`src/rtl/dspkt_pkg.sv`:
```
package dspkt_pkg;
  localparam int ADDR_W      = 40;
  localparam int BLOCK_BYTES = 32;
  localparam int BEAT_BYTES  = 16;
  localparam int MASK_GRAN   = 4;

  localparam int BLOCK_W = BLOCK_BYTES * 8;
  localparam int BEAT_W  = BEAT_BYTES * 8;
  localparam int BEATS   = BLOCK_BYTES / BEAT_BYTES;
  localparam int MASK_W  = BLOCK_BYTES / MASK_GRAN;
  localparam int IDX_W   = (BEATS > 1) ? $clog2(BEATS) : 1;
  localparam int OFF_W   = $clog2(BLOCK_BYTES);
  localparam int BE_LSB  = ADDR_W;

  typedef struct packed {
    logic             load;
    logic             hdrSel;
    logic [IDX_W-1:0] beatIdx;
  } ctlStrobes_t;
endpackage

```
`src/rtl/dspkt_ctrl.sv`:
```
module dspkt_ctrl
  import dspkt_pkg::*;
(
  input  logic        clk,
  input  logic        rst,
  input  logic        reqValid,
  input  logic        reqWrite,
  output logic        reqReady,
  input  logic        pktReady,
  output logic        pktValid,
  output logic        pktLast,
  output logic        wrDone,
  output ctlStrobes_t strobes
);
  typedef enum logic [1:0] {ST_IDLE, ST_HDR, ST_DATA} state_t;

  localparam logic [IDX_W-1:0] LAST_IDX = IDX_W'(BEATS - 1);

  state_t           state;
  logic [IDX_W-1:0] beat;
  logic             isWr;
  logic             lastData;

  assign lastData = (state == ST_DATA) && (beat == LAST_IDX);

  always_ff @(posedge clk) begin
    if (rst) begin
      state <= ST_IDLE;
      beat  <= '0;
      isWr  <= 1'b0;
    end else begin
      case (state)
        ST_IDLE: if (reqValid) begin
          state <= ST_HDR;
          isWr  <= reqWrite;
          beat  <= '0;
        end
        ST_HDR: if (pktReady) begin
          state <= isWr ? ST_DATA : ST_IDLE;
        end
        ST_DATA: if (pktReady) begin
          if (beat == LAST_IDX) state <= ST_IDLE;
          else                  beat  <= beat + 1'b1;
        end
        default: state <= ST_IDLE;
      endcase
    end
  end

  always_comb begin
    reqReady        = (state == ST_IDLE);
    pktValid        = (state != ST_IDLE);
    pktLast         = ((state == ST_HDR) && !isWr) || lastData;
    wrDone          = lastData && pktReady;
    strobes.load    = reqValid && (state == ST_IDLE);
    strobes.hdrSel  = (state == ST_HDR);
    strobes.beatIdx = beat;
  end
endmodule

```
`src/rtl/dspkt_datapath.sv`:
```
module dspkt_datapath
  import dspkt_pkg::*;
(
  input  logic               clk,
  input  logic               rst,
  input  ctlStrobes_t        strobes,
  input  logic               reqWrite,
  input  logic [ADDR_W-1:0]  reqAddr,
  input  logic [MASK_W-1:0]  reqMask,
  input  logic [BLOCK_W-1:0] reqData,
  output logic [BEAT_W-1:0]  pktData,
  output logic               addrErr,
  input  logic               rspValid,
  input  logic [BLOCK_W-1:0] rspData,
  output logic               retValid,
  output logic [BLOCK_W-1:0] retData
);
  logic [BLOCK_BYTES-1:0] expBe;
  logic [BLOCK_BYTES-1:0] beQ;
  logic [ADDR_W-1:0]      addrQ;
  logic [BLOCK_W-1:0]     dataQ;
  logic                   wrQ;
  logic [BEAT_W-1:0]      header;

  for (genvar i = 0; i < MASK_W; i++) begin : g_expand
    assign expBe[i*MASK_GRAN +: MASK_GRAN] = {MASK_GRAN{reqMask[i]}};
  end

  always_ff @(posedge clk) begin
    if (rst) begin
      addrQ   <= '0;
      dataQ   <= '0;
      beQ     <= '0;
      wrQ     <= 1'b0;
      addrErr <= 1'b0;
    end else begin
      addrErr <= strobes.load && (|reqAddr[OFF_W-1:0]);
      if (strobes.load) begin
        addrQ <= {reqAddr[ADDR_W-1:OFF_W], {OFF_W{1'b0}}};
        dataQ <= reqWrite ? reqData : '0;
        beQ   <= reqWrite ? expBe : '0;
        wrQ   <= reqWrite;
      end
    end
  end

  always_ff @(posedge clk) begin
    if (rst) begin
      retValid <= 1'b0;
      retData  <= '0;
    end else begin
      retValid <= rspValid;
      retData  <= rspData;
    end
  end

  always_comb begin
    header                           = '0;
    header[ADDR_W-1:0]               = addrQ;
    header[BE_LSB +: BLOCK_BYTES]    = beQ;
    header[BEAT_W-1]                 = wrQ;
    pktData = strobes.hdrSel ? header : dataQ[strobes.beatIdx*BEAT_W +: BEAT_W];
  end
endmodule

```
`src/rtl/dspkt_builder.sv`:
```
module dspkt_builder
  import dspkt_pkg::*;
(
  input  logic               clk,
  input  logic               rst,
  input  logic               reqValid,
  output logic               reqReady,
  input  logic               reqWrite,
  input  logic [ADDR_W-1:0]  reqAddr,
  input  logic [MASK_W-1:0]  reqMask,
  input  logic [BLOCK_W-1:0] reqData,
  output logic               pktValid,
  input  logic               pktReady,
  output logic [BEAT_W-1:0]  pktData,
  output logic               pktLast,
  output logic               wrDone,
  output logic               addrErr,
  input  logic               rspValid,
  input  logic [BLOCK_W-1:0] rspData,
  output logic               retValid,
  output logic [BLOCK_W-1:0] retData
);
  ctlStrobes_t strobes;

  dspkt_ctrl u_ctrl (
    .clk      (clk),
    .rst      (rst),
    .reqValid (reqValid),
    .reqWrite (reqWrite),
    .reqReady (reqReady),
    .pktReady (pktReady),
    .pktValid (pktValid),
    .pktLast  (pktLast),
    .wrDone   (wrDone),
    .strobes  (strobes)
  );

  dspkt_datapath u_dp (
    .clk      (clk),
    .rst      (rst),
    .strobes  (strobes),
    .reqWrite (reqWrite),
    .reqAddr  (reqAddr),
    .reqMask  (reqMask),
    .reqData  (reqData),
    .pktData  (pktData),
    .addrErr  (addrErr),
    .rspValid (rspValid),
    .rspData  (rspData),
    .retValid (retValid),
    .retData  (retData)
  );
endmodule

```
`config.mk`:
```
export PLATFORM = sky130hd
export DESIGN_NAME = dspkt_builder
export DESIGN_NICKNAME = d
export VERILOG_FILES = /design/src/rtl/dspkt_pkg.sv /design/src/rtl/dspkt_ctrl.sv /design/src/rtl/dspkt_datapath.sv /design/src/rtl/dspkt_builder.sv
export SDC_FILE = /design/constraint.sdc
export NUM_CORES = 1
export LEC_CHECK = 0
export BUFFER_PORTS_ARGS = -buffer_cell sky130_fd_sc_hd__buf_4
export CORE_AREA = 2 2 375 377
export CTS_CLUSTER_SIZE = 12
export DETAILED_ROUTE_END_ITERATION = 8
export DIE_AREA = 0 0 377 379
export HOLD_SLACK_MARGIN = 0.1
export PLACE_DENSITY = 0.39
export RECOVER_POWER = 50
export SLEW_MARGIN = 20
export SYNTH_ARGS = -nofsm -noshare
export SYNTH_HDL_FRONTEND = slang
export SYNTH_SLANG_ARGS = --single-unit
```
`constraint.sdc`:
```
create_clock -name clk -period 2.27 [get_ports clk]
set_input_delay 0.1135 -clock clk [delete_from_list [all_inputs] [get_ports clk]]
set_output_delay 0.1135 -clock clk [all_outputs]
set_load 0.01 [all_outputs]
```
Word-level counts from Yosys, hierarchy flattened
Index checks and enable logic that the tools add are counted.

Flip-flop bits (word level): 586. Input bits: 566. Output and inout port bits: 390. Word-level logic and storage cells: 45.

Add/sub/neg operators: 1. Eq/ne operators: 6. Shift operators: 1. Muxes and demuxes: 13. Reduce and logical (&&, ||, !) cells: 14.

Operator list (count): $mux 256 (1); $shiftx 256x9->128 (1); $mux 128 (1); $mux 32 (1); $mux 2 (5); $ne 2x2->1 const B (3); $pmux 2 s3 (1); $logic_and 1x1->1 (5); $reduce_or 5->1 (1); $reduce_and 4->1 (1); $reduce_bool 2->1 (2); $mux 1 (3); $reduce_and 3->1 (1); $eq 2x1->1 const B (1); $eq 2x2->1 const B (1); $logic_not 2->1 (1); $ne 2x1->1 const B (1); $pmux 1 s2 (1); $reduce_and 2->1 (1); $add 1x1->1 const B (1); $logic_not 1->1 (1); $logic_or 1x1->1 (1).

Depth between registers and ports, before layout
Gate-level depths: netlist (run 1).

Depth in word-level cells: 4. Gate-level depth with buffers: 7. Gate-level depth less buffers: 3.

By module
Synthesis (run 1) repeated with hierarchy kept, for this count alone.

Cell total of the unflattened synthesis: 2185. Area, all modules: 21041.4 um^2.

Modules (own cells, without submodules): dspkt_datapath (times used 1, cells each 2161, area an instance 20838.7 um^2, sequential area each 11170.7 um^2); dspkt_ctrl (times used 1, cells each 24, area an instance 202.7 um^2, sequential area each 80.1 um^2).

Worst setup path after synthesis (run 1)
No wires, ideal clock.

Path kind: register to register. Start: reg u_ctrl.state[0]. End: reg u_dp.addrQ[14]. Library setup time: 0.132 ns. Arrival: 1.263 ns. Required time: 2.138 ns. Setup slack: 0.875 ns. Stages on the path, launching flop included: 8. Path buffers: 4. Period minus slack after synthesis: 1.395 ns. Cell sequence: dfxtp_1 buf_6 or3b_1 buf_2 buf_6 buf_6 nand2_1 a21oi_1.

Longest elaborated chain between the ends: 2.

Ends and longest elaborated chain: from (decl) (RTL line dspkt_ctrl.sv:19) `state_t state;`; from (signal assigned) (RTL line dspkt_ctrl.sv:39) `state <= isWr ? ST_DATA : ST_IDLE;`; $logic_not 2->1 (RTL line dspkt_ctrl.sv:55) `strobes.load = reqValid && (state == ST_IDLE);`; $logic_and 1x1->1 (RTL line dspkt_ctrl.sv:55); to (signal assigned) (RTL line dspkt_datapath.sv:39) `addrQ <= {reqAddr[ADDR_W-1:OFF_W], {OFF_W{1'b0}}};`; to (decl) (RTL line dspkt_datapath.sv:20) `logic [ADDR_W-1:0] addrQ;`.

No other way between the ends. A chain may end at the register's enable or synchronous reset.

Worst setup path after layout (run 1)
Start: reg u_ctrl.beat. End: out pktData[40].

Longest elaborated chain between the ends: 2.

Ends and longest elaborated chain: from (decl) (RTL line dspkt_ctrl.sv:20) `logic [IDX_W-1:0] beat;`; from (signal assigned) (RTL line dspkt_ctrl.sv:43) `else beat <= beat + 1'b1;`; $shiftx 256x9->128 (RTL line dspkt_datapath.sv:62) `pktData = strobes.hdrSel ? header : dataQ[strobes.beatIdx*BEAT_W +: BEAT_W];`; $mux 128 (RTL line dspkt_datapath.sv:62); to (decl) (RTL line dspkt_builder.sv:14) `output logic [BEAT_W-1:0] pktData,`.

No other way between the ends.

==> impl_metrics.ini, run 1 <==
[timing]
setup_viol = 0
fmax_mhz = 454.3
drv_slew = 0
max_slew_margin_pct = 24.10
skew_ns = 0.03001
min_period_ns = 2.201
fin_ws_ns = 0.06869
finalCritPeriodShare_pct = 96.97
hold_viol = 0
finalSetupTns_ns = 0
worst_pin_slew_ns = 1.139
rsz0062_at_grt = true

[job]
maxCapViolations = 0

[worst_setup_path]
start_kind = register
worst_r2r_path_depth = 6
critPathCaptureType = output port
cp_max_fo = 11
arrival_ns = 2.09
critPathRequiredTime_ns = 2.16
worstSetupPathType = reg2out

[synthesis]
synth-adder-area-share_pct = 0
synthTopCellsByArea = dfxtp_1 56%, a21oi_1 8.3%, nor2b_1 8.0%
synth_largest_area_cell = dfxtp_1
async_reset_ff_share_pct = 0
synth-compound-area-share_pct = 9.345
yosysSeqAreaShare_pct = 55.70
synth_top_family_by_area = simple AND/OR/NAND/NOR gates
synth_simple_gate_area_share_pct = 23.13
synthCells = 2232
synthXorXnorAreaFrac_pct = 0
synthMuxAreaShare_pct = 6.354
synthMostInstantiatedCell = dfxtp_1
syn_avg_cell_area_um2 = 9.034
ys_ff_latch = 561
ys_types = 25
synth_nets = 2798
ys.flop_type = dfxtp_1
synth_edf_count = 0
synth_area_mm2 = 0.02016
yosys_warnings = 0
synth.top_cell.area_share_pct = 55.70
synthTopCellsByCount = 561 x dfxtp_1, 372 x nand2_1, 334 x a21oi_1

[clocking]
numCtsBuffers = 74
clk_path_buf_depth = 3
cts_tree = yes
root_buffer = clkbuf_16
cts_sinks = 561
cts_max_level = 3
clk_latency_ns = 0.68
clk_pin_slew_ns = 0.07

[detailed_routing]
wl_per_cell_um = 20.42
dr.pass1.iters = 5
vias_per_cell = 3.837
routed_wl_um = 115800
ant_nets = 0
drt-initial-drc-count = 867
vias = 21770
drc = 0

[power]
power.total_mw = 27.14
peakVddDrop_v = 0.0005329
power.density_mw_per_mm2 = 711.7
p_leak_nw = 15.04

[die]
initial_utilization_pct = 14.52
core_area_mm2 = 0.1388
fp-row-count = 137
pin_count = 956
fp.dieW_um = 377
dieArea_mm2 = 0.1429
die-height_um = 379

[place]
portBuffers = 955
dp_hpwl_um = 83670
place_ws_ns = 0.1121
dp.cells = 4871
place.gp.congestion = 0.8382

[finish]
fin_cells = 5672
nFillCells = 15080
final_core_util_pct = 27.46
regArea_mm2 = 0.01124
drive_gt1_share_pct = 26.14
finalNetCount = 4363
multi_input_area_mm2 = 0.008060
syn_to_final_growth_pct = 89.11

[global_routing]
grt_usage_pct = 15.35
grt_pass1_wl_um = 157900
antenna_found_initial = 34
overflow = 0
grt_max_degree = 95
grt_pass1_vias = 22370

[min_path]
hp-class = in2reg
whs_path_depth = 5

[outcome]
status = complete, no violations
[layer usage]
layer	GRT usage, %	up-vias	wire, um
met3	6.035	186	9938
met1	15.96	10280	42370
li1	-	10550	-
met4	5.268	12	3947
met5	0	-	68
met2	27.92	738	59500
[cells in the final DEF, fill, tap and decap left out, drive strengths merged, types with 2 or more instances in the layout]
cell / instances
nand2: 372
clkinv: 17
dfxtp: 561
nor2b: 259
mux2i: 128
a21oi: 334
dlygate4sd3: 612
clkbuf: 342
clkinvlp: 3
nand3: 264
buf: 828
nor2: 73
diode: 12
nand2b: 2
inv: 5
bufinv: 7
o21ai: 35
[cell type report]
cell class / instances / share of cell area (%)
timing repair buffer: 1681 / 36.70
sequential: 561 / 29.48
multi-input combinational: 1477 / 21.14
tap: 1807 / 5.929
clock buffer: 102 / 5.499
clock inverter: 30 / 1.155
antenna: 12 / 0.07875
inverter: 2 / 0.01969
[report_power, final]
group | total, mW | leakage (nW) | internal, mW | switching, mW
Sequential | 10.5 | 4.62 | 10.3 | 0.199
Clock | 12.4 | 1.24 | 7.33 | 5.03
Combinational | 4.26 | 9.18 | 2.20 | 2.06
[registers in the layout, summed over array words and instances (netlist names)]
register       flops
u_ctrl.beat        1
u_dp.dataQ       256
u_dp.addrErr       1
u_dp.beQ           8
u_dp.retValid      1
u_dp.addrQ        35
u_dp.wrQ           1
u_ctrl.state       2
u_dp.retData     256
[through the flow]
step | hold slack (ns) | instance area, um2
after floorplan | 0.2300 | 20160
after global placement | 0.3220 | 29390
after detailed placement | 0.3284 | 29390
after CTS | 0.1010 | 38720
after global routing | 0.1212 | 38120
final | 0.1768 | 38130
[what timing repair did]
item / CTS / global route
setup endpoints to repair: 126 / 40
buffers inserted: 22 / 10
endpoints found under the hold margin: 561 / 0
gates cloned: 7 / 7
pin swaps: 0 / 2
hold buffers: 612 / 0
gates resized for setup: 66 / 34
[kinds of logic after synthesis]
family / after synthesis
buffers and inverters: 195
AO/OA/AOI/OAI: 373
multiplexers: 128
flip-flops: 561
AND/OR/NAND/NOR: 975
[worst max-delay path: stages, from the launching register on]
cell,delay [ns]
dfxtp_4,0.39
buf_16,0.19
buf_4,0.15
mux2i_4,0.36
a21oi_4,0.14
buf_4,0.17
[final timing paths]
kind,endpoint,slack [ns],startpoint
setup / recovery,pktData[40],0.07,u_ctrl.beat
hold / removal,u_dp.addrQ[33],0.18,reqValid
setup reg to reg,u_dp.dataQ[151],0.20,u_ctrl.state[1]
hold reg to reg,u_dp.dataQ[23],0.45,u_dp.dataQ[23]
(Power assumes the default switching activity.)
==> run 2: changes to the inputs <==
CORE_AREA = 2 2 372 374   (was 2 2 375 377)
DIE_AREA = 0 0 374 376   (was 0 0 377 379)
PLACE_DENSITY = 0.4   (was 0.39)
SYNTH_HIERARCHICAL = 1   (was not set)
==> impl_metrics.ini, run 2 <==
[outcome]
status = complete, but fails checks
violations = setup timing

[synthesis]
syn_avg_cell_area_um2 = 9.630
synthCells = 2185
synth_area_mm2 = 0.02104
synth_edf_count = 0
synthTopCellsByArea = dfxtp_1 53%, nand2b_1 7.9%, nor2b_1 7.7%
synthTopCellsByCount = 562 x dfxtp_1, 266 x a21oi_1, 265 x nand2b_1
yosys_warnings = 6
synth_largest_area_cell = dfxtp_1
ys.flop_type = dfxtp_1
synth_nets = 2751
synthMostInstantiatedCell = dfxtp_1
ys_types = 24
yosysSeqAreaShare_pct = 53.47
ys_ff_latch = 562
async_reset_ff_share_pct = 0
synth.top_cell.area_share_pct = 53.47

[worst_setup_path]
crit_family = multiplexers
critPathRequiredTime_ns = 2.16
crit_chain = buf_12, buf_16, mux2_4, mux2_4, buf_6
start_kind = register
cpMostUsedCell = mux2_4
arrival_ns = 2.17
critPathCaptureType = output port
worst_path_largest_cell_delay_ns = 0.41
cp_max_fo = 8
worstSetupPathType = reg2out
worst_path_max_delay_cell = dfxtp_4
cp.buffers_inverters = 3

[clocking]
cts_max_level = 3
clk_path_buf_depth = 3
root_buffer = clkbuf_16
cts_sinks = 562
cts_tree = yes
clk_pin_slew_ns = 0.06
numCtsBuffers = 75
clk_latency_ns = 0.68

[detailed_routing]
vias = 21840
vias_per_cell = 3.835
ant_nets = 0
wl_per_cell_um = 20.37
dr.pass1.iters = 5
routed_wl_um = 116000
drc = 0
drt-initial-drc-count = 839

[global_routing]
grt_use_met2_pct = 26.44
antenna_found_initial = 39
grt_pass1_wl_um = 159300
grt.met3_usage_pct = 6.955
top_usage_layer = met2
grt_pass1_vias = 22960
overflow = 0
grt_usage_pct = 15.49
grt_use_met1_pct = 17.10
grt_max_degree = 94

[die]
dieArea_mm2 = 0.1406
fp-row-count = 136
pin_count = 956
core_area_mm2 = 0.1366
initial_utilization_pct = 15.40
die-height_um = 376
fp.dieW_um = 374

[timing]
fin_ws_ns = -0.01516
finalSetupTns_ns = -0.01676
finalCritPeriodShare_pct = 100.7
hold_viol = 0
skew_ns = 0.02625
worst_pin_slew_ns = 1.077
hold_ws_ns = 0.1915
fmax_mhz = 437.6
setup_viol = 3
min_period_ns = 2.285
rsz0062_at_grt = true
drv_slew = 0
max_slew_margin_pct = 28.22

[finish]
final_core_util_pct = 29.38
final_common_cell = buf_4
final_cell_mix = 727 x buf_4, 684 x dlygate4sd3_1, 559 x dfxtp_1
final_cell_area_mm2 = 0.04014
drive_gt1_share_pct = 26.88
largestRegisters = u_dp/dataQ: 256 flops, u_dp/retData: 256 flops, u_dp/addrQ: 35 flops
finalNetCount = 4386
syn_to_final_growth_pct = 90.77

[place]
place_ws_ns = 0.3621
portBuffers = 955
place_area_mm2 = 0.03023
dp_hpwl_um = 80070
place.gp.congestion = 0.7993

[power]
power.density_mw_per_mm2 = 685.6
peakVddDrop_v = 0.0005165
p_leak_nw = 15.92

[min_path]
hp-class = in2reg

[job]
maxCapViolations = 0
[run 2: kinds of logic (layout without fill, tap and decap cells)]
kind of cell,count (synthesis),in the layout,share of synthesized area [%]
and+or+nand+nor,932,932,24.51
AOI/OAI and AO/OA,305,305,7.308
muxes,197,197,10.02
buffers and inverters,189,1881,4.692
DFF,562,562,53.47
other,0,23,0
[run 2: layer usage]
layer	wire, um	part of all wire [%]
met1	45380	39
met2	56620	49
met3	10570	9.1
met4	3297	2.8
met5	96	0.083
[run 2: layout make-up]
type / count / area [um2]
fillers: 14690 / 96500
repair buffers: 1745 / 14890
flip-flops and latches: 562 / 11260
multi-input cells: 1434 / 9130
well taps: 1794 / 2245
clock buffers: 111 / 2163
clock inverters: 23 / 385.4
diodes: 23 / 57.56
inverters: 2 / 7.507
[run 2: worst reg2reg max path, delay by kind of cell (launching register included)]
| family | cells | cell delay [ns] |
|---|---|---|
| buffers and inverters | 4 | 1.16 |
| and+or+nand+nor | 2 | 0.52 |
| DFF | 1 | 0.34 |
| AOI/OAI and AO/OA | 1 | 0.05 |
[run 2: final timing paths]
path,from,endpoint,slack [ns],cells past startpoint
max,u_ctrl/beat,pktData[66],-0.02,5
min,rspData[254],u_dp/retData[254],0.19,3
max reg2reg,u_ctrl/state[0],u_dp/dataQ[170],0.08,7
min reg2reg,u_dp/dataQ[2],u_dp/dataQ[2],0.46,2
[run 2: timing repair]
item | CTS | global route
hold buffers | 685 | 0
buffers inserted | 13 | 9
cloned | 14 | 11
setup endpoints to repair | 124 | 79
pin swaps | 0 | 3
hold endpoints to repair | 561 | 0
resized for setup | 103 | 85
[run 2: metrics by stage]
step / total power [mW] / std cells
global route: 28.74 / 5687
finish: 27.52 / 5694
CTS: 28.08 / 5654
detailed placement: 14.03 / 4808
floorplan: 12.09 / 2185
global placement: 14.03 / 4808
[run 2: where the power goes]
| group | total, mW | switching (mW) | internal, mW |
|---|---|---|---|
| logic | 4.47 | 1.99 | 2.48 |
| registers | 10.6 | 0.219 | 10.3 |
| clock network | 12.5 | 5.02 | 7.46 |
==> run 3: changes to the inputs <==
CELL_PAD_IN_SITES_DETAIL_PLACEMENT = 1   (was not set)
CELL_PAD_IN_SITES_GLOBAL_PLACEMENT = 1   (was not set)
CORE_AREA = 2 2 375 377   (was 2 2 372 374)
DIE_AREA = 0 0 377 379   (was 0 0 374 376)
PLACE_DENSITY = 0.48   (was 0.4)
==> impl_metrics.ini, run 3 (synthesized netlist as in run 2, its figures left out) <==
[die]
fp.dieW_um = 377
dieArea_mm2 = 0.1429
die-height_um = 379
initial_utilization_pct = 15.15
fp-row-count = 137
pin_count = 956
core_area_mm2 = 0.1388

[finish]
final_common_cell = buf_4
nFillCells = 16040
finalNetCount = 4419
final_cell_mix = 764 x buf_4, 694 x dlygate4sd3_1, 559 x dfxtp_1
syn_to_final_growth_pct = 93.29
largestRegisters = u_dp/dataQ: 256 flops, u_dp/retData: 256 flops, u_dp/addrQ: 35 flops
final_core_util_pct = 29.29
drive_gt1_share_pct = 27.95

[timing]
min_period_ns = 2.324
skew_ns = 0.02425
hold_viol = 0
drv_slew = 0
finalCritPeriodShare_pct = 102.4
rsz0062_at_grt = true
worst_pin_slew_ns = 1.066
fmax_mhz = 430.3
setup_viol = 20
fin_ws_ns = -0.05410
max_slew_margin_pct = 28.96

[clocking]
clk_latency_ns = 0.66
cts_tree = yes
clk_pin_slew_ns = 0.08
cts_sinks = 562
root_buffer = clkbuf_16
numCtsBuffers = 75
cts_max_level = 3
clk_path_buf_depth = 3

[job]
maxCapViolations = 0

[worst_setup_path]
arrival_ns = 2.21
worst_path_max_delay_cell = dfxtp_4
start_kind = register
crit_chain = buf_12, buf_12, buf_16, mux2_4, mux2_2, buf_6
cpMostUsedCell = buf_12
worst_path_largest_cell_delay_ns = 0.36
cp_max_fo = 6
critPathRequiredTime_ns = 2.16
critPathCaptureType = output port
worstSetupPathType = reg2out

[place]
portBuffers = 955
place.gp.congestion = 0.8269
dp_hpwl_um = 87180

[detailed_routing]
ant_nets = 0
drt-initial-drc-count = 868
wl_per_cell_um = 22.05
routed_wl_um = 126700
drc = 0
vias_per_cell = 3.895
dr.pass1.iters = 5
vias = 22390

[global_routing]
grt_max_degree = 84
overflow = 0
grt_usage_pct = 16.60
grt_pass1_vias = 24310
antenna_found_initial = 45
grt_pass1_wl_um = 171500

[power]
power.total_mw = 27.39
peakVddDrop_v = 0.0005789
power.density_mw_per_mm2 = 673.4
p_leak_nw = 15.98

[min_path]
hp-class = in2reg

[outcome]
status = complete, but fails checks
violations = setup timing
## run 3: cell types whose count changed in the layout (fill, tap and decap cells not counted), sizes merged
cell          change
buf              +29
clkbuf           -20
dlymetal6s4s     +11
dlygate4sd3      +10
clkinv            +7
diode             +7
bufinv            -4
bufbuf            +1
clkinvlp          -1
inv               +1
## run 3: through the flow
stage               std cells  worst slack, ns  area [um2]  setup TNS (ns)  hold WS [ns]
finish                   5748         -0.05410       40670         -0.5508        0.2081
global route             5742          -0.1473       40660          -7.475        0.1596
CTS                      5694          -0.1449       40810          -3.799        0.1170
detailed placement       4823           0.4533       30320               0        0.3308
global placement         4823           0.4916       30320               0        0.3229
floorplan                2185           0.7829       21040               0        0.1859
## run 3: final timing paths
| path | cells past startpoint | end | from | slack [ns] |
|---|---|---|---|---|
| worst max register to register | 9 | u_dp/dataQ[119] | u_ctrl/state[0] | 0.02 |
| worst max-delay path | 6 | pktData[69] | u_ctrl/beat | -0.05 |
| worst min register to register | 2 | u_dp/dataQ[170] | u_dp/dataQ[170] | 0.47 |
| worst min-delay path | 3 | u_dp/retData[3] | rspData[3] | 0.21 |
## run 3: worst max-delay path, delay by kind of cell, from the launching register on
kind                   cells  cell delay [ns]
flip-flops                 1             0.36
multiplexers               2             0.60
buffers and inverters      4             0.55
## run 3: area by class of cell
| cell class | instances | area (um2) | share of cell area, % |
|---|---|---|---|
| clock inverter | 26 | 264.0 | 0.6491 |
| clock buffer | 109 | 2197 | 5.402 |
| antenna | 30 | 75.07 | 0.1846 |
| tap | 1807 | 2261 | 5.559 |
| sequential | 562 | 11260 | 27.69 |
| inverter | 2 | 7.507 | 0.01846 |
| timing repair buffer | 1778 | 15450 | 38.00 |
| multi-input combinational | 1434 | 9150 | 22.50 |
## run 3: what timing repair did
item | 4_1_cts | 5_1_grt
hold endpoints to repair | 562 | 0
resized for setup | 107 | 62
hold buffers | 710 | 0
cloned | 15 | 14
buffers inserted | 11 | 15
setup endpoints to repair | 123 | 120
pin swaps | 0 | 7
## run 3: report_power, final
group / internal [mW] / total [mW] / switching [mW]
Combinational: 2.56 / 4.63 / 2.07
Clock: 7.10 / 12.2 / 5.08
Sequential: 10.3 / 10.6 / 0.239
## run 3: routing by layer
layer  vias to the layer above  wire length, um  part of all wire (%)  GRT usage, %
li1                      10640                -                     -             -
met1                     10770            48050                    38         18.14
met2                       743            62780                    50         28.39
met3                       216            11080                   8.7         6.443
met4                        16             4721                   3.7         7.298
met5                         -              105                 0.083             0
